File: src/rtl/gpio_irq_pkg.sv
package gpio_irq_pkg;
  localparam int ADDR_W = 8;
  localparam logic [ADDR_W-1:0] OFF_SENSE = 8'h04;
  localparam logic [ADDR_W-1:0] OFF_POL   = 8'h0C;
  localparam logic [ADDR_W-1:0] OFF_MASK  = 8'h10;
  localparam logic [ADDR_W-1:0] OFF_RAW   = 8'h14;
  localparam logic [ADDR_W-1:0] OFF_MSTAT = 8'h18;
  localparam logic [ADDR_W-1:0] OFF_CLR   = 8'h1C;

  typedef enum logic [2:0] {
    SEL_NONE, SEL_SENSE, SEL_POL, SEL_MASK, SEL_RAW, SEL_MSTAT, SEL_CLR
  } reg_sel_e;

  function automatic reg_sel_e decode_off(input logic [ADDR_W-1:0] a);
    case (a)
      OFF_SENSE: return SEL_SENSE;
      OFF_POL:   return SEL_POL;
      OFF_MASK:  return SEL_MASK;
      OFF_RAW:   return SEL_RAW;
      OFF_MSTAT: return SEL_MSTAT;
      OFF_CLR:   return SEL_CLR;
      default:   return SEL_NONE;
    endcase
  endfunction
endpackage

File: src/rtl/gpio_irq_sync.sv
module gpio_irq_sync #(
  parameter int W      = 12,
  parameter int STAGES = 2
) (
  input  logic         clk,
  input  logic         rst,
  input  logic [W-1:0] d,
  output logic [W-1:0] q
);
  logic [W-1:0] stg [STAGES];

  always_ff @(posedge clk) begin
    if (rst) begin
      for (int s = 0; s < STAGES; s++) stg[s] <= '0;
    end else begin
      stg[0] <= d;
      for (int s = 1; s < STAGES; s++) stg[s] <= stg[s-1];
    end
  end

  assign q = stg[STAGES-1];
endmodule

File: src/rtl/gpio_irq_detect.sv
module gpio_irq_detect #(
  parameter int W = 12
) (
  input  logic         clk,
  input  logic         rst,
  input  logic [W-1:0] pin_s,
  input  logic [W-1:0] sense,
  input  logic [W-1:0] pol,
  input  logic [W-1:0] clr,
  output logic [W-1:0] raw,
  output logic [W-1:0] hit
);
  logic [W-1:0] prev;

  always_ff @(posedge clk) begin
    if (rst) prev <= '0;
    else     prev <= pin_s;
  end

  for (genvar i = 0; i < W; i++) begin : g_pin
    logic rise, fall, lvl_act;
    assign rise    = pin_s[i] & ~prev[i];
    assign fall    = ~pin_s[i] & prev[i];
    assign hit[i]  = pol[i] ? rise : fall;
    assign lvl_act = (pin_s[i] == pol[i]);

    always_ff @(posedge clk) begin
      if (rst)           raw[i] <= 1'b0;
      else if (sense[i]) raw[i] <= lvl_act;
      else               raw[i] <= hit[i] | (raw[i] & ~clr[i]);
    end
  end
endmodule

File: src/rtl/gpio_irq_regs.sv
module gpio_irq_regs
  import gpio_irq_pkg::*;
#(
  parameter int W  = 12,
  parameter int DW = 32
) (
  input  logic              clk,
  input  logic              rst,
  input  logic [ADDR_W-1:0] addr,
  input  logic              we,
  input  logic [DW-1:0]     wdata,
  input  logic [W-1:0]      raw,
  output logic [W-1:0]      sense,
  output logic [W-1:0]      pol,
  output logic [W-1:0]      mask,
  output logic [W-1:0]      clr,
  output logic [DW-1:0]     rdata
);
  reg_sel_e     sel;
  logic [W-1:0] wbits;
  logic [W-1:0] rd_mux;
  logic         unused_whi;

  assign sel        = decode_off(addr);
  assign wbits      = wdata[W-1:0];
  assign unused_whi = ^wdata[DW-1:W];
  assign clr        = (we && sel == SEL_CLR) ? wbits : '0;

  always_ff @(posedge clk) begin
    if (rst) begin
      sense <= '0;
      pol   <= '0;
      mask  <= '0;
    end else if (we) begin
      case (sel)
        SEL_SENSE: sense <= wbits;
        SEL_POL:   pol   <= wbits;
        SEL_MASK:  mask  <= wbits;
        default: ;
      endcase
    end
  end

  always_comb begin
    case (sel)
      SEL_SENSE: rd_mux = sense;
      SEL_POL:   rd_mux = pol;
      SEL_MASK:  rd_mux = mask;
      SEL_RAW:   rd_mux = raw;
      SEL_MSTAT: rd_mux = raw & mask;
      default:   rd_mux = '0;
    endcase
  end

  always_ff @(posedge clk) begin
    if (rst) rdata <= '0;
    else     rdata <= {{(DW-W){1'b0}}, rd_mux};
  end
endmodule

File: src/rtl/gpio_irq_ctrl.sv
module gpio_irq_ctrl
  import gpio_irq_pkg::*;
#(
  parameter int NPINS       = 12,
  parameter int DW          = 32,
  parameter int SYNC_STAGES = 2
) (
  input  logic              clk,
  input  logic              rst,
  input  logic [NPINS-1:0]  pin_in,
  input  logic [ADDR_W-1:0] bus_addr,
  input  logic              bus_we,
  input  logic [DW-1:0]     bus_wdata,
  output logic [DW-1:0]     bus_rdata,
  output logic [NPINS-1:0]  pin_irq,
  output logic              port_irq
);
  logic [NPINS-1:0] pin_s, sense_r, pol_r, mask_r, clr_bits, raw_st, edge_hit;

  gpio_irq_sync #(.W(NPINS), .STAGES(SYNC_STAGES)) u_sync (
    .clk(clk), .rst(rst), .d(pin_in), .q(pin_s)
  );

  gpio_irq_detect #(.W(NPINS)) u_det (
    .clk(clk), .rst(rst), .pin_s(pin_s), .sense(sense_r), .pol(pol_r),
    .clr(clr_bits), .raw(raw_st), .hit(edge_hit)
  );

  gpio_irq_regs #(.W(NPINS), .DW(DW)) u_regs (
    .clk(clk), .rst(rst), .addr(bus_addr), .we(bus_we), .wdata(bus_wdata),
    .raw(raw_st), .sense(sense_r), .pol(pol_r), .mask(mask_r),
    .clr(clr_bits), .rdata(bus_rdata)
  );

  always_ff @(posedge clk) begin
    if (rst) begin
      pin_irq  <= '0;
      port_irq <= 1'b0;
    end else begin
      pin_irq  <= raw_st & mask_r;
      port_irq <= |(raw_st & mask_r);
    end
  end
endmodule

File: config.mk
export PLATFORM = sky130hd
export DESIGN_NAME = gpio_irq_ctrl
export DESIGN_NICKNAME = d
export VERILOG_FILES = /design/src/rtl/gpio_irq_pkg.sv /design/src/rtl/gpio_irq_sync.sv /design/src/rtl/gpio_irq_detect.sv /design/src/rtl/gpio_irq_regs.sv /design/src/rtl/gpio_irq_ctrl.sv
export SDC_FILE = /design/constraint.sdc
export NUM_CORES = 1
export LEC_CHECK = 0
export BUFFER_PORTS_ARGS = -buffer_cell sky130_fd_sc_hd__buf_2
export CAP_MARGIN = 0
export CELL_PAD_IN_SITES_DETAIL_PLACEMENT = 1
export CELL_PAD_IN_SITES_GLOBAL_PLACEMENT = 1
export CORE_MARGIN = 2
export CORE_UTILIZATION = 30
export DETAILED_ROUTE_END_ITERATION = 7
export PLACE_DENSITY_LB_ADDON = 0.1
export SETUP_SLACK_MARGIN = 0.2
export SLEW_MARGIN = 20
export SYNTH_ARGS = -nofsm -noshare
export SYNTH_HDL_FRONTEND = slang
export SYNTH_SLANG_ARGS = --single-unit
export TNS_END_PERCENT = 50
File: constraint.sdc
create_clock -name clk -period 1.59 [get_ports clk]
set_clock_uncertainty 0.1 [all_clocks]
set_input_delay 0.0795 -clock clk [delete_from_list [all_inputs] [get_ports clk]]
set_output_delay 0.0795 -clock clk [all_outputs]
set_load 0.03 [all_outputs]
# Word level (Yosys, flattened, before mapping)
# Memory sizes are Yosys's and may differ from the RTL's.
# Cells that the tools add are included.
# classes
addsub	0
n_mul	0
div	0
order_cmp	0
eq_ne	24
shift	0
muxes	32
bitwise_logic	87
reduce_logical	5
# op_table
operator	n
12-bit case mux with 5 select lines	1
1-bit bitwise AND	36
12-bit two-way mux	3
1-bit NOT	36
8-bit by 5-bit == test with 1-bit output, second input constant	4
1-bit two-way mux	27
3-bit case mux with 6 select lines	1
1-bit bitwise OR	14
12-bit bitwise AND	1
1-bit == test	12
12-bit OR reduction	1
3-bit == test, second input constant	3
8-bit by 3-bit == test with 1-bit output, second input constant	1
8-bit by 4-bit == test with 1-bit output, second input constant	1
3-bit by 2-bit == test with 1-bit output, second input constant	2
2-bit AND reduction	3
3-bit by 1-bit == test with 1-bit output, second input constant	1
1-bit logical AND	1
# word_totals
register_bits	105
latchBits	0
ramBits	24
romBits	0
output_inout_bits	45
word_cells	169
n_memories	1
# mem_list
name	depth	word_bits	read_ports	rd_ports_with_merged_regs	wr	line	source
u_sync.stg	2	12	2	0	2	gpio_irq_sync.sv:10	logic [W-1:0] stg [STAGES];

# Logic depth before layout (Yosys ltp)
# Gate-level depths: netlist (run 1).
# logic_depth
depth_word	9
mapped_depth	6

# By module
# A second synthesis (run 1) with hierarchy kept.
# hier_totals
hier_cells	486
area_unflattened_um2	4717.0
# modules_own_cells
module	n_inst	cells_per_inst	area_per_inst_um2	seq_area_each_um2
gpio_irq_regs	1	259	2346.0	960.9
gpio_irq_detect	1	122	1201.2	480.5
gpio_irq_sync	1	62	783.3	480.5
gpio_irq_ctrl	1	43	386.6	260.2

# Worst setup path before layout (run 1)
# No wires, ideal clock.
# synth_path
path_type	input-to-reg
start	in bus_addr[1]
end	reg u_det.raw[10]
setup_ps	120
t_arrival_ps	1338
required_time_ps	1370
setup_slack_ps	33
stages	5
path_cell_list	or4_4 nor3_2 buf_4 a21boi_0 o31a_1
# synth_via
elab_chain_cells	9
elab_cells_between_ends	14
classes_between	7 x eq/ne; 3 x mux; 3 x bitwise; 1 x reduce/logical
# synth_rtl
item	line	source
from (decl)	gpio_irq_ctrl.sv:11	input logic [ADDR_W-1:0] bus_addr,
8-bit by 5-bit == test with 1-bit output, or another cell as far along	gpio_irq_pkg.sv:15	case (a)
3-bit case mux with 6 select lines *	gpio_irq_pkg.sv:15	
3-bit == test *	gpio_irq_regs.sv:27	assign clr = (we && sel == SEL_CLR) ? wbits : '0;
1-bit logical AND *	gpio_irq_regs.sv:27	
12-bit two-way mux *	gpio_irq_regs.sv:27	
1-bit NOT *	gpio_irq_detect.sv:30	else raw[i] <= hit[i] | (raw[i] & ~clr[i]);
1-bit bitwise AND *	gpio_irq_detect.sv:30	
1-bit bitwise OR *	gpio_irq_detect.sv:30	
1-bit two-way mux *	gpio_irq_detect.sv:29	else if (sense[i]) raw[i] <= lvl_act;
to (signal, indexed assignment)	gpio_irq_detect.sv:29	
to (signal, indexed assignment)	gpio_irq_detect.sv:30	
to (decl)	gpio_irq_detect.sv:10	output logic [W-1:0] raw,
# Mark *: on every way between the ends. The rest lies on a longest branch, timed or not.
# A chain may end at the register's enable or synchronous reset.

# Worst setup path in the final report (run 1)
# layout_path
start	in bus_addr[7]
end	reg u_regs.pol[10]
# layout_via
elab_chain_cells	4
elab_cells_between_ends	9
classes_between	7 x eq/ne; 1 x mux; 1 x reduce/logical
# layout_rtl
item	line	source
8-bit by 5-bit == test with 1-bit output, or another cell as far along	gpio_irq_pkg.sv:15	
3-bit case mux with 6 select lines *	gpio_irq_pkg.sv:15	
3-bit by 2-bit == test with 1-bit output *	gpio_irq_regs.sv:35	case (sel)
2-bit AND reduction (no source line) *	-	
to (signal assigned)	gpio_irq_regs.sv:37	SEL_POL: pol <= wbits;
to (decl)	gpio_irq_regs.sv:14	output logic [W-1:0] pol,
# Marked as above.

==> results.json, run 1 <==
{
  "status": "complete, no violations",
  "synthTopCellsByCount": "dfxtp_1 (109), nand2_1 (85), nor2_1 (49), nor2b_1 (40), a21oi_1 (37)",
  "p_leak_nw": 2.34,
  "clock_latency_ns": 0.35,
  "track_usage": 0.151,
  "first_global_vias": 3465,
  "critical_path_arrival_ns": 1.57,
  "synthTopCellsByArea": "dfxtp_1 (49%), mux2i_1 (7.9%), nand2_1 (7.2%), nor2b_1 (5.6%), a21oi_1 (4.2%)",
  "drt_iter0_drc": 188,
  "coreArea_um2": 14500,
  "syn_area_um2": 4440,
  "clock_sinks": 109,
  "powerDensity_nw_per_um2": 984,
  "yosysSeqAreaShare": 0.492,
  "ant_nets": 0,
  "portBuffers": 59,
  "cts_max_level": 3,
  "cts_buffers": 9,
  "utilization": 0.380,
  "antenna_found_initial": 0,
  "dp.cells": 735,
  "postSynthAreaPerCell_um2": 8.96,
  "synth_edf_count": 0,
  "yosysMostFrequentCell": "dfxtp_1",
  "fmax_mhz": 721,
  "synthDistinctLibCells": 30,
  "cts_root_buffer": "clkbuf_16",
  "synth_top_family_by_area": "simple AND/OR/NAND/NOR gates",
  "viasPerCell": 4.59,
  "overflow": 0,
  "ys_async_sr_fraction": 0,
  "drc": 0,
  "grt_pass1_wl_um": 18700,
  "fin_crit_sh": 0.873,
  "dp_slack_ns": -0.149,
  "yosys.area.top_type": "dfxtp_1",
  "drv_cap": 0,
  "start_util": 0.306,
  "pin_count": 100,
  "routed-via-count": 3551,
  "fp.dieH_um": 126,
  "dr.pass1.iters": 4,
  "synth-xor-area-share": 0.0237,
  "synth-seq-cells": 109,
  "total_power_mw": 5.42,
  "row_count": 44,
  "yosys.area_share.simple": 0.206,
  "period_minus_slack_ns": 1.39,
  "cp-end-kind": "flip-flop",
  "path_class": "in2reg",
  "finalMaxSlewViolations": 0,
  "hold_violations": 0,
  "wl_per_cell_um": 14.9,
  "final_nets": 641,
  "synth.top_cell.area_share": 0.492,
  "die_area_um2": 15800,
  "synthFlopType": "dfxtp_1",
  "cts_setup_buffers": 0,
  "grt_max_degree": 98,
  "cts_tree": "yes",
  "place.gp.congestion": 0.771,
  "muxShareOfSynthArea": 0.0790,
  "cp-start-kind": "input pin",
  "dp_hpwl_um": 8220,
  "hp-class": "in2reg",
  "antenna_cells": 0,
  "synth_cells": 495,
  "cp_max_fo": 6,
  "fin_hold_ws_ns": 0.0157,
  "synth_fa_ha_area_frac": 0,
  "fin_cells": 774,
  "cts.clk_slew.worst_paths_ns": 0.06,
  "clk_path_buf_depth": 2,
  "setup_violations": 0,
  "yosysWarnings": 0,
  "peakVddDrop_mv": 0.502,
  "layout_setup_ws_ns": 0.202,
  "synth_compound_area_frac": 0.137,
  "drive_gt1_frac": 0.175,
  "areaGrowthSynthToFinish_pct": 24.1,
  "crit_required_ns": 1.77,
  "die_w_um": 126,
  "wl_um": 11600,
  "rsz0062_at_grt": "true"
}
## area by class of cell
type | instances | area (um2)
clock inverter | 4 | 48.8
multi-input combinational | 357 | 2070
sequential | 109 | 2180
timing repair buffer | 106 | 732
fill | 1725 | 8970
clock buffer | 11 | 233
tap | 184 | 230
inverter | 3 | 11.3
## stage by stage
step	instance area [um2]	TNS, ns
after detailed placement	4960	-4.75
after floorplan	4520	0
after CTS	5470	0
after global routing	5510	0
after global placement	4960	-4.25
final	5510	0
## final timing paths
check	endpoint	start	slack, ns	cells after the start
worst max-delay path	u_regs.pol[10]	bus_addr[7]	0.20	7
worst min-delay path	u_regs.rdata[10]	bus_addr[4]	0.02	3
worst max register to register	u_det.raw[8]	u_regs.pol[8]	0.45	4
worst min register to register	u_sync.stg[0][20]	u_sync.stg[0][8]	0.34	1
## metal layers
layer,vias up,wire (um),global-route usage,part of all wire
li1,1796,-,-,-
met1,1682,5390,0.195,0.47
met2,62,5620,0.249,0.49
met3,11,350,0.0252,0.030
met4,0,204,0.0641,0.018
met5,-,0,0,0
## flip-flops by register name, indices dropped and copies added (netlist names)
register,count
u_sync.stg,24
u_regs.sense,12
port_irq,1
pin_irq,12
u_regs.pol,12
u_regs.mask,12
u_det.prev,12
u_regs.rdata,12
u_det.raw,12
## what timing repair did
action	CTS	global route
hold buffers	23	1
resized for setup	0	6
endpoints found under the hold margin	48	3
setup endpoints to repair	1	24
## layout by cell type, fill, tap and decap left out, types with 2 or more instances in the layout
master	n
o31a_1	12
nor2_1	49
o21a_1	11
nand3_1	2
nor2b_1	40
conb_1	20
nor4_4	2
buf_6	3
dlygate4sd3_1	24
xor2_1	12
clkinv_2	2
o21ai_0	13
nand4_1	6
inv_1	3
clkbuf_1	2
a21oi_1	35
buf_4	19
mux2i_1	35
a21boi_1	10
buf_2	59
a21boi_0	2
clkbuf_16	9
nand2_1	84
dfxtp_1	109
o22ai_1	11
a21oi_2	2
nand2b_1	2
## power breakdown
part / total (mW) / internal, mW / switching [mW]
Sequential: 2.81 / 2.78 / 0.0300
Clock: 2.23 / 1.22 / 1.01
Combinational: 0.383 / 0.158 / 0.226
Total: 5.42 / 4.15 / 1.27
## kinds of logic (layout without fill, tap and decap cells)
kind of cell	count (synthesis)	in the layout
compound gates	97	97
mux	35	35
flops	109	109
other cells	1	20
buf+inv	48	124
xor+xnor	12	12
simple gates	193	193
## critical path, stage by stage
cell and delay (ns):
buf_2 0.11, or4_4 0.57, buf_6 0.15, nor4_4 0.23, buf_4 0.22, nand2_1 0.07, a21oi_2 0.13
Note: power is estimated with default switching activity, not from simulation.
==> run 2: changes to the inputs <==
SYNTH_HIERARCHICAL = 1   (was not set)
==> run 2 against run 1 <==
- count of clock-buffer cells in the layout fell by 1
- first-iteration DRC count fell by 24%
- final cell count fell by 0.39%
- core utilization fell by 0.75 points
- highest routed layer unchanged
- largest cell class is now multi-input combinational cells
- largest power group unchanged
- synthesized area rose by 6.3%
- critical path depth fell by 2
- hold slack improved by 0.088 ns
==> results.json, run 2 <==
{
  "drc": 0,
  "fin_hold_ws_ns": 0.103,
  "cts_resized": 0,
  "drive_gt1_frac": 0.243,
  "cp-end-kind": "flip-flop",
  "path_class": "in2reg",
  "synthFlopType": "dfxtp_1",
  "hold_violations": 0,
  "powerDensity_nw_per_um2": 966,
  "cpPeakStageDelay_ns": 0.59,
  "final_nets": 610,
  "dr.pass1.iters": 4,
  "crit_chain": "buf_2, nor4_4, buf_4, or4b_4, nor2_1",
  "dp_slack_ns": -0.0372,
  "ant_nets": 0,
  "track_usage": 0.152,
  "die_w_um": 129,
  "fin_crit_sh": 0.790,
  "wl_um": 12100,
  "place_area_um2": 5150,
  "die_area_um2": 16700,
  "dp_hpwl_um": 8080,
  "pin_count": 100,
  "viasPerCell": 4.54,
  "cts_buffers": 9,
  "peakVddDrop_mv": 0.483,
  "p_leak_nw": 2.53,
  "place.gp.congestion": 0.719,
  "crit_buf_inv": 2,
  "overflow": 0,
  "syn_area_um2": 4720,
  "clock_latency_ns": 0.36,
  "yosysSeqAreaShare": 0.463,
  "areaGrowthSynthToFinish_pct": 20.6,
  "coreArea_um2": 15300,
  "postSynthAreaPerCell_um2": 9.71,
  "ys_async_sr_fraction": 0,
  "yosysMostFrequentCell": "dfxtp_1",
  "fmax_mhz": 796,
  "clk_path_buf_depth": 2,
  "antenna_cells": 0,
  "finalSetupTns_ns": 0,
  "crit_required_ns": 1.77,
  "layout_commonest_cell": "dfxtp_1",
  "cp-start-kind": "input pin",
  "grt_max_degree": 53,
  "setup_violations": 0,
  "tightest_slew_ns": 0.520,
  "largest-register": "u_sync/stg",
  "cp_max_fo": 12,
  "final_cell_mix": "dfxtp_1 (109), buf_2 (58), nor2_1 (49)",
  "routed-via-count": 3498,
  "cts.clk_slew.worst_paths_ns": 0.08,
  "antenna_found_initial": 0,
  "cts_tree": "yes",
  "portBuffers": 59,
  "grt_pass1_wl_um": 19000,
  "layout_setup_ws_ns": 0.334,
  "cp_slowest_cell": "or4b_4",
  "row_count": 45,
  "synthDistinctLibCells": 33,
  "slew_headroom": 0.653,
  "largest_reg_flops": 24,
  "cts_setup_buffers": 0,
  "period_minus_slack_ns": 1.26,
  "synth_cells": 486,
  "final_area_um2": 5690,
  "cts_root_buffer": "clkbuf_16",
  "synthTopCellsByCount": "dfxtp_1 (109), nor2_1 (49), nand2_1 (48), buf_4 (32)",
  "wl_per_cell_um": 15.7,
  "first_global_vias": 3492,
  "drv_cap": 0,
  "rsz0062_at_grt": "false",
  "crit_family": "simple AND/OR/NAND/NOR gates",
  "synth_edf_count": 0,
  "clock_sinks": 109,
  "status": "complete, no violations",
  "critical_path_arrival_ns": 1.43,
  "drt_iter0_drc": 142,
  "start_util": 0.309,
  "yosys.area.top_type": "dfxtp_1",
  "fp.dieH_um": 129,
  "finalMaxSlewViolations": 0,
  "cts_max_level": 3,
  "hp-class": "in2reg",
  "synth-seq-cells": 109,
  "synth.top_cell.area_share": 0.463,
  "yosysWarnings": 6,
  "synthTopCellsByArea": "dfxtp_1 (46%), mux2i_1 (5.1%), buf_4 (5.1%), nor2b_2 (4.1%), nor2_1 (3.9%)"
}
[run 2: cell types whose count changed after synthesis, moves of 13 or more]
cell	change
nand2_1	-37
nand2b_1	+22
nor2b_2	+22
nor2b_1	-17
a21oi_1	-13
and3_1	+13
[run 2: through the flow]
stage,power [mW],util,cells
final,5.49,0.373,771
after global routing,5.73,0.373,771
after CTS,5.59,0.373,771
after detailed placement,3.23,0.337,731
after global placement,3.22,0.337,731
after floorplan,3.15,-,505
[run 2: layout make-up]
type / instances / area [um2]
well taps: 211 / 264
multi-input cells: 338 / 2230
inverters: 2 / 7.51
clock buffers: 10 / 229
repair buffers: 95 / 703
fillers: 1732 / 9570
flip-flops and latches: 109 / 2180
clock inverters: 6 / 72.6
[run 2: what timing repair did]
action                     CTS  global route
hold buffers                24             0
setup endpoints to repair    0             0
hold endpoints to repair    48             0
[run 2: layer usage]
metal	wire length, um	global-route usage
met4	169	0.0588
met3	439	0.0273
met5	0	0
met1	6020	0.206
met2	5510	0.240
[run 2: worst paths after layout]
path                            cells past startpoint                end              from  slack [ns]
worst min-delay path                                3   u_regs/rdata[10]       bus_addr[5]        0.10
worst max register to register                      4    u_regs/rdata[7]      u_det/raw[7]        0.35
worst min register to register                      1  u_sync/stg[0][21]  u_sync/stg[0][9]        0.33
worst max-delay path                                5    u_regs/rdata[3]       bus_addr[0]        0.33
[run 2: worst register-to-register path, delay by kind of cell (launching register included)]
| kind | cells | cell delay (ns) |
|---|---|---|
| AOI/OAI and AO/OA | 2 | 0.47 |
| DFF | 1 | 0.34 |
| and+or+nand+nor | 2 | 0.22 |
[run 2: cell families after synthesis]
| group | Yosys count | share of synthesized area |
|---|---|---|
| flip-flops | 109 | 0.463 |
| AO/OA/AOI/OAI | 74 | 0.127 |
| other | 1 | 0.000795 |
| AND/OR/NAND/NOR | 196 | 0.228 |
| XOR/XNOR | 12 | 0.0223 |
| multiplexers | 36 | 0.0796 |
| buffers and inverters | 58 | 0.0798 |
[run 2: report_power, final]
part / switching [mW] / internal [mW] / total, mW
Combinational: 0.228 / 0.172 / 0.400
Sequential: 0.0315 / 2.78 / 2.81
Clock: 1.05 / 1.24 / 2.29
